`src/rtl/phase_meter_pkg.sv`:
```
package phase_meter_pkg;
  typedef struct packed {
    logic clrCnt;
    logic incCnt;
    logic capture;
  } meterStrobes_t;

  typedef enum logic {
    ST_IDLE = 1'b0,
    ST_RUN  = 1'b1
  } meterState_t;
endpackage

```
`src/rtl/fine_therm_enc.sv`:
```
module fine_therm_enc #(
  parameter int TAPS = 4,
  localparam int CODE_W = $clog2(TAPS),
  localparam int ONES_W = $clog2(TAPS + 1)
) (
  input  logic [TAPS-1:0]   taps,
  output logic [CODE_W-1:0] code,
  output logic              illegal
);
  logic [ONES_W-1:0] ones;
  logic              legal;

  always_comb begin
    ones = '0;
    for (int i = 0; i < TAPS; i++) begin
      ones = ones + ONES_W'(taps[i]);
    end
  end

  // A thermometer filled from bit 0 has no set bit above a clear one
  assign legal   = ((taps & (taps + TAPS'(1))) == '0);
  assign illegal = !legal;

  always_comb begin
    if (legal && ones != '0) begin
      code = CODE_W'(ones - ONES_W'(1));
    end else begin
      code = '0;
    end
  end
endmodule

```
`src/rtl/phase_meter_ctrl.sv`:
```
module phase_meter_ctrl
  import phase_meter_pkg::*;
(
  input  logic          clk,
  input  logic          rstN,
  input  logic          cellStart,
  input  logic          refStrobe,
  input  logic          countFull,
  output meterStrobes_t strobes
);
  meterState_t state, stateNext;

  always_comb begin
    strobes   = '0;
    stateNext = state;
    if (cellStart) begin
      strobes.clrCnt = 1'b1;
      stateNext      = ST_RUN;
    end else if (state == ST_RUN) begin
      if (refStrobe) begin
        strobes.capture = 1'b1;
        stateNext       = ST_IDLE;
      end else if (!countFull) begin
        strobes.incCnt = 1'b1;
      end
    end
  end

  always_ff @(posedge clk or negedge rstN) begin
    if (!rstN) state <= ST_IDLE;
    else       state <= stateNext;
  end
endmodule

```
`src/rtl/phase_meter_dp.sv`:
```
module phase_meter_dp
  import phase_meter_pkg::*;
#(
  parameter int COARSE_W = 9,
  parameter int FINE_TAPS = 4,
  localparam int FINE_W = $clog2(FINE_TAPS),
  localparam int WORD_W = COARSE_W + FINE_W
) (
  input  logic                 clk,
  input  logic                 rstN,
  input  meterStrobes_t        strobes,
  input  logic [FINE_TAPS-1:0] fineTaps,
  output logic                 countFull,
  output logic [WORD_W-1:0]    ctrlWord,
  output logic                 ctrlValid,
  output logic                 fineErr
);
  logic [COARSE_W-1:0] coarseCnt;
  logic [FINE_W-1:0]   fineCode;
  logic                fineIllegal;

  assign countFull = &coarseCnt;

  always_ff @(posedge clk or negedge rstN) begin
    if (!rstN) begin
      coarseCnt <= '0;
    end else if (strobes.clrCnt) begin
      coarseCnt <= '0;
    end else if (strobes.incCnt) begin
      coarseCnt <= coarseCnt + COARSE_W'(1);
    end
  end

  fine_therm_enc #(.TAPS(FINE_TAPS)) u_fineEnc (
    .taps    (fineTaps),
    .code    (fineCode),
    .illegal (fineIllegal)
  );

  always_ff @(posedge clk or negedge rstN) begin
    if (!rstN) begin
      ctrlWord  <= '0;
      ctrlValid <= 1'b0;
      fineErr   <= 1'b0;
    end else begin
      ctrlValid <= strobes.capture;
      if (strobes.capture) begin
        ctrlWord <= {coarseCnt, fineCode};
        fineErr  <= fineIllegal;
      end
    end
  end
endmodule

```
`src/rtl/cell_phase_meter.sv`:
```
module cell_phase_meter
  import phase_meter_pkg::*;
#(
  parameter int COARSE_W = 9,
  parameter int FINE_TAPS = 4,
  localparam int FINE_W = $clog2(FINE_TAPS),
  localparam int WORD_W = COARSE_W + FINE_W
) (
  input  logic                 clk,
  input  logic                 rstN,
  input  logic                 cellStart,
  input  logic                 refStrobe,
  input  logic [FINE_TAPS-1:0] fineTaps,
  output logic [WORD_W-1:0]    ctrlWord,
  output logic                 ctrlValid,
  output logic                 fineErr
);
  meterStrobes_t strobes;
  logic          countFull;

  phase_meter_ctrl u_ctrl (
    .clk       (clk),
    .rstN      (rstN),
    .cellStart (cellStart),
    .refStrobe (refStrobe),
    .countFull (countFull),
    .strobes   (strobes)
  );

  phase_meter_dp #(.COARSE_W(COARSE_W), .FINE_TAPS(FINE_TAPS)) u_dp (
    .clk       (clk),
    .rstN      (rstN),
    .strobes   (strobes),
    .fineTaps  (fineTaps),
    .countFull (countFull),
    .ctrlWord  (ctrlWord),
    .ctrlValid (ctrlValid),
    .fineErr   (fineErr)
  );
endmodule

```
`config.mk`:
```
export PLATFORM = sky130hd
export DESIGN_NAME = cell_phase_meter
export DESIGN_NICKNAME = d
export VERILOG_FILES = /design/src/rtl/phase_meter_pkg.sv /design/src/rtl/fine_therm_enc.sv /design/src/rtl/phase_meter_ctrl.sv /design/src/rtl/phase_meter_dp.sv /design/src/rtl/cell_phase_meter.sv
export SDC_FILE = /design/constraint.sdc
export NUM_CORES = 1
export LEC_CHECK = 0
export BUFFER_PORTS_ARGS = -buffer_cell sky130_fd_sc_hd__buf_4
export CAP_MARGIN = 10
export CORE_MARGIN = 8
export CORE_UTILIZATION = 57
export DETAILED_ROUTE_END_ITERATION = 6
export PLACE_DENSITY = 0.82
export SLEW_MARGIN = 20
export SYNTH_ARGS = -nofsm -noshare
export SYNTH_HDL_FRONTEND = slang
export SYNTH_SLANG_ARGS = --single-unit
export TNS_END_PERCENT = 5
```
`constraint.sdc`:
```
create_clock -name clk -period 4.95 [get_ports clk]
set_input_delay 0.495 -clock clk [delete_from_list [all_inputs] [get_ports clk]]
set_output_delay 0.495 -clock clk [all_outputs]
set_load 0.005 [all_outputs]
```
==> results.md <==
- Crit Path Max Fanout: 3
- Syn_nets: 116
- Post CTS Setup Buffer Count: 0
- Layout net count: between 100 and 150
- RSZ-0062 raised after global routing: false
- Total CTS buffers: 3
- Kind of critical path: in2reg
- DR vias/cell: 5.47
- CTS tree: done
- Async set or reset register ratio after synthesis: 100%
- Multi-input logic area: 485 um2
- Yosys warns: 0
- Synth top area cells: dfrtp_1 52%, mux2_2 8.1%, ha_1 7.8%, inv_1 3.7%, a21oi_1 2.7%
- DR DRC count: 0
- Tot Pwr: 0.337 mW
- Pwr dens: between 200 and 300 nW/um2
- Total GRT Usage: 12.6%
- Seq/Total Area, Yosys: 51.5%
- Root buf cell: clkbuf_4
- Max VDD drop: 0.212 mV
- Placed cell area: between 1000 and 1500 um2
- GRT met2 Usage: a little over a fifth
- Slew Viols, Final: 0
- Routed Antenna Nets: 0
- Gp weighted congestion: around 0.84
- Most common cell in the synthesized netlist: dfrtp_1
- CP top delay family: adder cells
- Post-synth top area cell: dfrtp_1
- Hold Fails Final Rpt: 0
- FMAX: 403 MHz
- # diodes: 0
- Worst-Margin Slew: 0.721 ns
- Startpoint Class: primary input
- Die Ht: around 60 um
- Seq. cell area: 576 um2
- DRT Pass-1 Iters: 4
- Initial antenna violation count: 0
- Leakage power: 0.673 nW
- Die footprint: approximately 3600 um2
- Top_reg_cell synth: dfrtp_1
- # fillers: 143
- Setup TNS: 0 ns
- Post-DP HPWL: roughly 1600 um
- Flops & latches, synth: 23
- Vias: 809
- Post-Syn Area: 1120 um2
- Hold crit path type: in2async
- Period minus WS final: 2.48 ns
- Critical Path RT: between 5 and 6 ns
- Ports: 21
- Initial DRC Count: 10
- Largest net degree at the start of global routing: 24
- Critical path capture point type: flip-flop
- DIE WIDTH: roughly 60 um
- Rel. slew slack: 51.8%
- Layout cells sized above 1: 26.4%
- Critical-path cell list: buf_4 > inv_1 > fa_1 > inv_1 > ha_1 > ha_1 > inv_1 > ha_1 > nor2b_1 > a2111oi_0 > a22o_1
- Crit share post-route: 50.1%
- Core ar.: 1900 um2
- Htree depth: 1
- Sink Count: 23
- Global route overflow: 0
- # rows: 16
- Post-CTS resize count: 0
- Initial Util: 58.8%
- Commonest cells in the netlist: 23 x dfrtp_1, 11 x inv_1, 8 x mux2_2
- Synthesized area per cell: 11.2 um2
- Number of max-cap violations: 0
- Post-Syn Instances: 100
- # hold bufs at CTS: 0
- Worst-case clock buffer depth: 2
- Worst-Skew Late Latency: roughly 0.31 ns
- Post-synth EDFFs: 0
- Buf+Inv Stages, Crit Path: 4
- Crit path DAT: 2.74 ns
- Clk pin slew, worst setup/hold paths: 0.12 ns
- Vias in the first global route: between 800 and 900
- Outcome: completed
- Final hold slack: between 0.04 and 0.05 ns
- GR peak layer: met2
- Met3 GRT Util: 3.01%
- I/O Buffers: 20
- Yosys top cell area share: about half
- Total length of routed wires: 2070 um
- Global-route met1 utilization: approximately 15%
- Setup Skew: 0.00663 ns
- Slowest CP cell: fa_1
- Post-route cell area: 1310 um2
- Final setup fails: 0
- Area Overhead vs Synth: 17.5%
- Per-cell routed wire length: 14.0 um
- Global-route wire length before repair: around 3500 um
- Max incr delay on CP: ~0.55 ns
- Yosys cell types: 25
## per-layer routing
metal / wire length [um] / up-vias
met5: 0 / -
met4: 36 / 0
met3: 108 / 5
met2: 1040 / 17
met1: 890 / 393
li1: - / 394
## where the power goes
group          leakage, nW  switching (mW)  internal, mW
Sequential           0.313         0.00564         0.196
Clock               0.0150          0.0520        0.0315
Combinational        0.345          0.0255        0.0263
## worst reg2reg max path: stages (launching register included)
cell and delay, ns:
dfrtp_1 0.45, ha_1 0.24, nand3_1 0.10, nor2_1 0.05, ha_1 0.18, or3b_4 0.47, or4_1 0.49, a21oi_1 0.17
## cells in the final DEF (no fill, tap or decap), drive strengths merged
cell type | synthesis | routed
dfrtp | 23 | 23
buf | 1 | 20
inv | 11 | 11
mux2 | 8 | 8
ha | 7 | 7
nor2 | 6 | 6
a21oi | 6 | 6
nand3 | 4 | 4
nand2 | 4 | 4
o21ai | 4 | 4
o31ai | 4 | 4
or4 | 4 | 4
clkbuf | 2 | 4
mux2i | 2 | 2
nor2b | 2 | 2
a22o | 2 | 2
or3 | 2 | 2
nand3b | 1 | 1
nand4 | 1 | 1
a21o | 1 | 1
or3b | 1 | 1
a2111oi | 1 | 1
xor2 | 1 | 1
a211oi | 1 | 1
fa | 1 | 1
## final timing paths
kind                                   start                 to  slack (ns)  cells after the start
min reg2reg                 u_dp.ctrlWord[5]   u_dp.ctrlWord[5]        0.49                      2
min                                     rstN     u_dp.ctrlValid        0.05                      1
min in group clk                   cellStart  u_dp.coarseCnt[3]        0.41                      2
max                              fineTaps[0]   u_dp.ctrlWord[0]        2.47                     11
max reg2reg                u_dp.coarseCnt[0]  u_dp.coarseCnt[5]        2.73                      7
max in group asynchronous               rstN  u_dp.coarseCnt[7]        4.67                      1
## stage by stage
stage / std cells / worst slack [ns] / util, %
after floorplan: 100 / 2.42 / -
after global placement: 144 / 2.20 / 67.6
after detailed placement: 144 / 2.13 / 67.6
after CTS: 148 / 2.45 / 69.0
after global routing: 148 / 2.32 / 69.0
final: 148 / 2.47 / 69.0
## layout make-up
| type | count | share of cell area, % |
|---|---|---|
| Timing Repair Buffer | 20 | 11.4 |
| Clock buffer | 4 | 2.00 |
| Sequential cell | 23 | 43.9 |
| Tap cell | 27 | 2.57 |
| Inverter | 11 | 3.15 |
| Multi-Input combinational cell | 63 | 37.0 |
## sequential cells by signal (all words and copies together) (netlist names)
register	flops
u_dp.ctrlWord	11
u_dp.coarseCnt	9
u_ctrl.state	1
u_dp.ctrlValid	1
u_dp.fineErr	1
## logic make-up (layout without fill, tap and decap cells)
kind of cell,after synthesis,count (layout),synth area share (%)
simple gates,25,25,12.3
buf+inv,14,35,5.04
compound gates,19,19,10.9
mux,10,10,9.85
flops,23,23,51.5
xor+xnor,1,1,0.784
fa+ha+maj,8,8,9.63
(Power assumes the default switching activity.)
